File: src/rtl/vtg_pkg.sv
// Shared widths and the per-axis timing record for the pattern generator.
// Assumes timing fields are at most one byte wide in their low part.
package vtg_pkg;
    localparam int BYTE_W    = 8;
    localparam int ACT_W     = 12;
    localparam int SW_W      = 10;
    localparam int PORCH_W   = 8;
    localparam int ACT_HI_W  = ACT_W - BYTE_W;
    localparam int SW_HI_W   = SW_W - BYTE_W;
    localparam int POS_W     = ACT_W + 2;
    localparam int COLOR_W   = 8;
    localparam int BAR_IDX_W = 3;
    localparam int N_CHAN    = 3;

    typedef struct packed {
        logic [ACT_W-1:0]   act;
        logic [SW_W-1:0]    sw;
        logic [PORCH_W-1:0] fp;
        logic [PORCH_W-1:0] bp;
    } axis_cfg_t;
endpackage

File: src/rtl/vtg_axis_timer.sv
// One raster axis: a position counter over front porch, sync, back porch and
// active phases. Assumes cfg stays stable while step may be asserted; zero
// sync and active lengths are raised to one.
module vtg_axis_timer
    import vtg_pkg::*;
(
    input  logic             clk,
    input  logic             rst_n,
    input  logic             clear,
    input  logic             step,
    input  axis_cfg_t        cfg,
    output logic             in_sync,
    output logic             in_act,
    output logic             last,
    output logic [ACT_W-1:0] act_ofs
);
    logic [POS_W-1:0] pos;
    logic [POS_W-1:0] sw_e, act_e, sync_end, act_start, total_last;

    // Phase boundaries derived from the captured configuration.
    always_comb begin
        sw_e       = (cfg.sw == '0)  ? POS_W'(1) : POS_W'(cfg.sw);
        act_e      = (cfg.act == '0) ? POS_W'(1) : POS_W'(cfg.act);
        sync_end   = POS_W'(cfg.fp) + sw_e;
        act_start  = sync_end + POS_W'(cfg.bp);
        total_last = act_start + act_e - POS_W'(1);
    end

    // Phase decode of the current position.
    always_comb begin
        in_sync = (pos >= POS_W'(cfg.fp)) && (pos < sync_end);
        in_act  = (pos >= act_start);
        last    = (pos == total_last);
        act_ofs = in_act ? ACT_W'(pos - act_start) : '0;
    end

    // Position counter: cleared while idle, wraps after the last active unit.
    always_ff @(posedge clk) begin
        if (!rst_n || clear) begin
            pos <= '0;
        end else if (step) begin
            pos <= last ? '0 : pos + POS_W'(1);
        end
    end
endmodule

File: src/rtl/vtg_bar_pattern.sv
// Eight-bar colour pattern. A per-line bar counter advances every bar width
// pixels and saturates on the last bar. Assumes active drops for at least one
// cycle between lines, which the sync phase guarantees.
module vtg_bar_pattern
    import vtg_pkg::*;
(
    input  logic                      clk,
    input  logic                      rst_n,
    input  logic                      active,
    input  logic [ACT_W-1:0]          act_len,
    output logic [N_CHAN*COLOR_W-1:0] rgb
);
    localparam int BW_W = ACT_W - BAR_IDX_W;

    logic [BW_W-1:0]      bar_w, sub;
    logic [BAR_IDX_W-1:0] idx;

    // Bar width is one eighth of the active width, never below one.
    always_comb begin
        bar_w = (act_len[ACT_W-1:BAR_IDX_W] == '0) ? BW_W'(1)
                                                   : act_len[ACT_W-1:BAR_IDX_W];
    end

    // Bar index tracking along the active part of a line.
    always_ff @(posedge clk) begin
        if (!rst_n || !active) begin
            sub <= '0;
            idx <= '0;
        end else if (sub == bar_w - BW_W'(1)) begin
            sub <= '0;
            if (idx != '1) idx <= idx + BAR_IDX_W'(1);
        end else begin
            sub <= sub + BW_W'(1);
        end
    end

    // One channel per index bit; a cleared bit lights the channel.
    for (genvar k = 0; k < N_CHAN; k++) begin : g_chan
        assign rgb[k*COLOR_W +: COLOR_W] = (active && !idx[k]) ? '1 : '0;
    end
endmodule

File: src/rtl/vtg_pattern_gen.sv
// Programmable timing and test-pattern generator. It captures split timing
// fields at enable and at each frame start, runs horizontal and vertical axis
// timers, and drives polarity-adjusted syncs, data enable, colour bars and
// active coordinates. Assumes the polarity inputs may change at any time.
module vtg_pattern_gen
    import vtg_pkg::*;
(
    input  logic                      clk,
    input  logic                      rst_n,
    input  logic                      enable,
    input  logic [BYTE_W-1:0]         h_act_lo,
    input  logic [ACT_HI_W-1:0]       h_act_hi,
    input  logic [BYTE_W-1:0]         v_act_lo,
    input  logic [ACT_HI_W-1:0]       v_act_hi,
    input  logic [BYTE_W-1:0]         h_sync_lo,
    input  logic [SW_HI_W-1:0]        h_sync_hi,
    input  logic [BYTE_W-1:0]         v_sync_lo,
    input  logic [SW_HI_W-1:0]        v_sync_hi,
    input  logic [PORCH_W-1:0]        h_front,
    input  logic [PORCH_W-1:0]        h_back,
    input  logic [PORCH_W-1:0]        v_front,
    input  logic [PORCH_W-1:0]        v_back,
    input  logic                      de_low,
    input  logic                      hs_low,
    input  logic                      vs_low,
    output logic                      de,
    output logic                      hs,
    output logic                      vs,
    output logic [N_CHAN*COLOR_W-1:0] rgb,
    output logic [ACT_W-1:0]          x_pos,
    output logic [ACT_W-1:0]          y_pos
);
    logic             run, load, frame_end, pix_act;
    axis_cfg_t        h_cfg, v_cfg;
    logic             h_sync_i, h_act_i, h_last;
    logic             v_sync_i, v_act_i, v_last;
    logic [ACT_W-1:0] h_ofs, v_ofs;

    assign frame_end = run && h_last && v_last;
    assign load      = enable && (!run || frame_end);

    // Run flag follows enable one edge later; its rise is the restart point.
    always_ff @(posedge clk) begin
        if (!rst_n) run <= 1'b0;
        else        run <= enable;
    end

    // Timing capture from the split inputs, only at frame starts.
    always_ff @(posedge clk) begin
        if (!rst_n) begin
            h_cfg <= '0;
            v_cfg <= '0;
        end else if (load) begin
            h_cfg.act <= {h_act_hi, h_act_lo};
            h_cfg.sw  <= {h_sync_hi, h_sync_lo};
            h_cfg.fp  <= h_front;
            h_cfg.bp  <= h_back;
            v_cfg.act <= {v_act_hi, v_act_lo};
            v_cfg.sw  <= {v_sync_hi, v_sync_lo};
            v_cfg.fp  <= v_front;
            v_cfg.bp  <= v_back;
        end
    end

    vtg_axis_timer u_h_axis (
        .clk     (clk),
        .rst_n   (rst_n),
        .clear   (!run),
        .step    (run),
        .cfg     (h_cfg),
        .in_sync (h_sync_i),
        .in_act  (h_act_i),
        .last    (h_last),
        .act_ofs (h_ofs)
    );

    vtg_axis_timer u_v_axis (
        .clk     (clk),
        .rst_n   (rst_n),
        .clear   (!run),
        .step    (run && h_last),
        .cfg     (v_cfg),
        .in_sync (v_sync_i),
        .in_act  (v_act_i),
        .last    (v_last),
        .act_ofs (v_ofs)
    );

    assign pix_act = run && h_act_i && v_act_i;

    vtg_bar_pattern u_bars (
        .clk     (clk),
        .rst_n   (rst_n),
        .active  (pix_act),
        .act_len (h_cfg.act),
        .rgb     (rgb)
    );

    // Output stage: live polarity and blanked coordinates.
    always_comb begin
        de    = pix_act ^ de_low;
        hs    = (run && h_sync_i) ^ hs_low;
        vs    = (run && v_sync_i) ^ vs_low;
        x_pos = pix_act ? h_ofs : '0;
        y_pos = pix_act ? v_ofs : '0;
    end
endmodule

File: config.mk
export PLATFORM = sky130hd
export DESIGN_NAME = vtg_pattern_gen
export DESIGN_NICKNAME = d
export VERILOG_FILES = /design/src/rtl/vtg_pkg.sv /design/src/rtl/vtg_axis_timer.sv /design/src/rtl/vtg_bar_pattern.sv /design/src/rtl/vtg_pattern_gen.sv
export SDC_FILE = /design/constraint.sdc
export NUM_CORES = 1
export LEC_CHECK = 0
export ABC_AREA = 1
export CAP_MARGIN = 20
export CORE_MARGIN = 10
export CORE_UTILIZATION = 55
export DETAILED_ROUTE_END_ITERATION = 6
export HOLD_SLACK_MARGIN = 0.15
export PLACE_DENSITY_LB_ADDON = 0.15
export SETUP_SLACK_MARGIN = 0.1
export SYNTH_ARGS = -nofsm -noshare
export SYNTH_HDL_FRONTEND = slang
export SYNTH_SLANG_ARGS = --single-unit
export TNS_END_PERCENT = 10
File: constraint.sdc
create_clock -name clk -period 12.4 [get_ports clk]
set_input_delay 2.48 -clock clk [delete_from_list [all_inputs] [get_ports clk]]
set_output_delay 2.48 -clock clk [all_outputs]
set_load 0.05 [all_outputs]
==> flow_summary.ini <==
[pwr]
clockPowerShare = 0.270
power.net_switching_w = 0.000788
ir_worst_vdd_mv = 0.0905
internal-power_w = 0.00104
p_comb_frac = 0.502
swShare = 0.432
power_density_mw_per_mm2 = 137
p_leak_nw = 6.76
power_frac_seq = 0.228

[critical_path]
critPathMaxStageDelay_ns = 0.90
end_kind = primary output
required_ns = 9.92
r2r_end = h_cfg[37]
worst_ep_arrival_time_ns = 6.68
ff2ff_path_depth = 36
critPathKind = reg -> out
crit_slowest_cell = clkdlybuf4s50_1
crit_fanout = 26
reg2reg_slack_ns = 4.94
path_common_cell = nand2_1
crit_path_start_kind = flop
rr_startpoint = v_cfg[17]

[grt]
grt_pass1_vias = 10800
grt_pass1_wl_mm = 54.5
antenna_found_initial = 0
overflow = 0
grtUsageTotal = 0.245
grt_max_degree = 111

[synthesis]
yosys_warnings = 0
async_flop_share = 0
synth_area_sq_mm = 0.0116
synth_fa_ha_area_frac = 0.156
synthXorXnorAreaFrac = 0.0761
yosysSeqAreaShare = 0.202
synth.mux.area_fraction = 0
ys_seq_elements = 117
syn_avg_cell_area_sq_um = 6.34
synth-simple-area-share = 0.309
synth_ff_type = dfxtp_1
synth-edff-count = 0
netlist_instances = 1827
synth_compound_area_frac = 0.112
synth_top_family_by_area = simple AND/OR/NAND/NOR gates
ys_types = 48

[clock_network]
postCtsSetupRepairBufs = 0
ctsHoldBuffers = 0
cts_root_buf = clkbuf_16
clock_latency_ns = 0.44
cts_buffers = 17
clkTransAtPathRegs_ns = 0.07
numClockSinks = 117
cts_resized = 0
cts_tree = yes
clock_path_buffers = 2
htreeDepth = 4

[run]
drv_cap = 0

[hold_path]
worstHoldPathType = reg -> reg
whs_path_depth = 2
hold_path_end = h_cfg[29]
min-delay-start = h_cfg[29]

[detailed_routing]
wl_per_cell_microns = 15.2
drtAntennaViolNets = 0
drc = 0
vias_per_cell = 5.31
dr.first_iter.drc_count = 1033
drtPass1Iterations = 6
drt-total-wl_mm = 33.3
route.vias.total = 11600

[sta]
finClkSkew_ns = 0.0260
rsz0062_at_grt = no
worstMarginPinSlew_ns = 0.995
fin_tns_setup_ns = 0
slew_headroom = 0.337
fin_crit_ns = 9.16
final_max_slew_viol_count = 0
fin_crit_sh = 0.739
finalHoldViolations = 0
timing.fmax_mhz = 109
setup_viol = 0

[cells_and_area]
utilization = 0.640
nNetsFinal = 2121
syn2layout_area_growth_pct = 15.5
num_antenna_cells = 0
fin_area_sq_mm = 0.0134
drive_above_1_share = 0.0293

[place]
io_buffers = 132
gp_congestion = 0.993
hpwl_mm = 26.3
place_area_sq_mm = 0.0128

[floorplan]
pin_count = 133
start_util = 0.554
die_h_microns = 165
rows = 53
coreArea_sq_mm = 0.0209
die_w_microns = 165
dieArea_sq_mm = 0.0273

[outcome]
status = finished, final reports clean
==> layout make-up <==
class	instances	area [sq um]
Fill cell	1985	7520
Clock buffer	17	425
Timing Repair Buffer	136	1340
Clock inverter	14	145
Tap cell	275	344
Multi-Input combinational cell	1313	7590
Sequential cell	117	2340
Inverter	314	1180
==> worst max-delay path by stage <==
stage	start	endpoint	slack, ns	cells past startpoint
global route	v_cfg[17]	rgb[4]	2.60	28
global placement	v_cfg[17]	rgb[8]	3.99	28
detailed placement	v_cfg[17]	rgb[8]	3.77	28
CTS	v_cfg[17]	rgb[5]	3.26	28
finish	v_cfg[17]	rgb[2]	3.24	28
floorplan	v_cfg[25]	rgb[10]	4.58	29
==> metrics by stage <==
stage               hold slack, ns  instances  worst slack (ns)  total power (W)
CTS                          0.489       2186              3.26          0.00181
global route                 0.524       2186              2.60          0.00197
global placement             0.467       2155              3.99          0.00131
floorplan                    0.440       1830              4.58          0.00112
detailed placement           0.475       2155              3.77          0.00132
finish                       0.486       2186              3.24          0.00183
==> critical path, delay by kind of cell, from the launching register on <==
family | cells | cell delay (ns)
compound gates | 6 | 1.22
xor+xnor | 1 | 0.22
fa+ha+maj | 4 | 1.09
buf+inv | 3 | 1.04
flops | 1 | 0.35
simple gates | 14 | 2.29
==> synthesized netlist by cell type, types with 3 or more instances <==
master,count,area share
a21boi_0,5,0.0032
a21o_1,4,0.0026
a21oi_1,150,0.065
a31o_2,3,0.0023
a31oi_1,8,0.0043
buf_1,13,0.0042
buf_2,10,0.0043
buf_4,22,0.014
buf_6,9,0.0088
clkbuf_1,32,0.010
dfxtp_1,117,0.20
fa_1,8,0.014
ha_1,132,0.14
inv_1,311,0.10
nand2_1,380,0.12
nand3_1,176,0.076
nand3b_1,5,0.0032
nand4_1,24,0.013
nor2_1,201,0.065
nor3_1,26,0.011
nor4_1,15,0.0081
o21a_1,5,0.0032
o21ai_0,28,0.012
o21bai_1,8,0.0052
or2_2,6,0.0032
xnor2_1,32,0.024
xor2_1,66,0.050
==> metal layers <==
metal,vias to the layer above,share of wire,GRT usage
li1,5970,-,-
met3,23,0.076,0.0426
met4,0,0.010,0.0487
met1,5225,0.49,0.360
met5,-,0,0
met2,390,0.43,0.366
==> cells by family after synthesis <==
kind of cell,after synthesis
other,1
flip-flops,117
buffers and inverters,400
AND/OR/NAND/NOR,840
adder cells (fa/ha/maj),140
AO/OA/AOI/OAI,230
XOR/XNOR,99
==> sequential cells by signal (all words and copies together) (netlist names) <==
register      count
u_v_axis.pos     14
h_cfg            38
run               1
v_cfg            38
u_bars.idx        3
u_h_axis.pos     14
u_bars.sub        9
==> power by group through the flow <==
| stage | registers, W | clock network [W] | logic [W] |
|---|---|---|---|
| after CTS | 0.000417 | 0.000493 | 0.000905 |
| after global routing | 0.000420 | 0.000514 | 0.00104 |
| after global placement | 0.000424 | 0 | 0.000885 |
| final | 0.000417 | 0.000492 | 0.000917 |
| after floorplan | 0.000415 | 0 | 0.000708 |
| after detailed placement | 0.000425 | 0 | 0.000898 |
==> cell usage in the layout (no fill, tap or decap), drive strengths merged, types with 15 or more instances in the layout <==
| master | instances |
|---|---|
| nand2 | 381 |
| inv | 320 |
| nor2 | 201 |
| nand3 | 176 |
| a21oi | 151 |
| ha | 132 |
| clkdlybuf4s50 | 130 |
| dfxtp | 117 |
| xor2 | 66 |
| xnor2 | 32 |
| o21ai | 31 |
| nor3 | 28 |
| nand4 | 26 |
| clkbuf | 17 |
| nor4 | 15 |
Note: power is estimated with default switching activity, not from simulation.
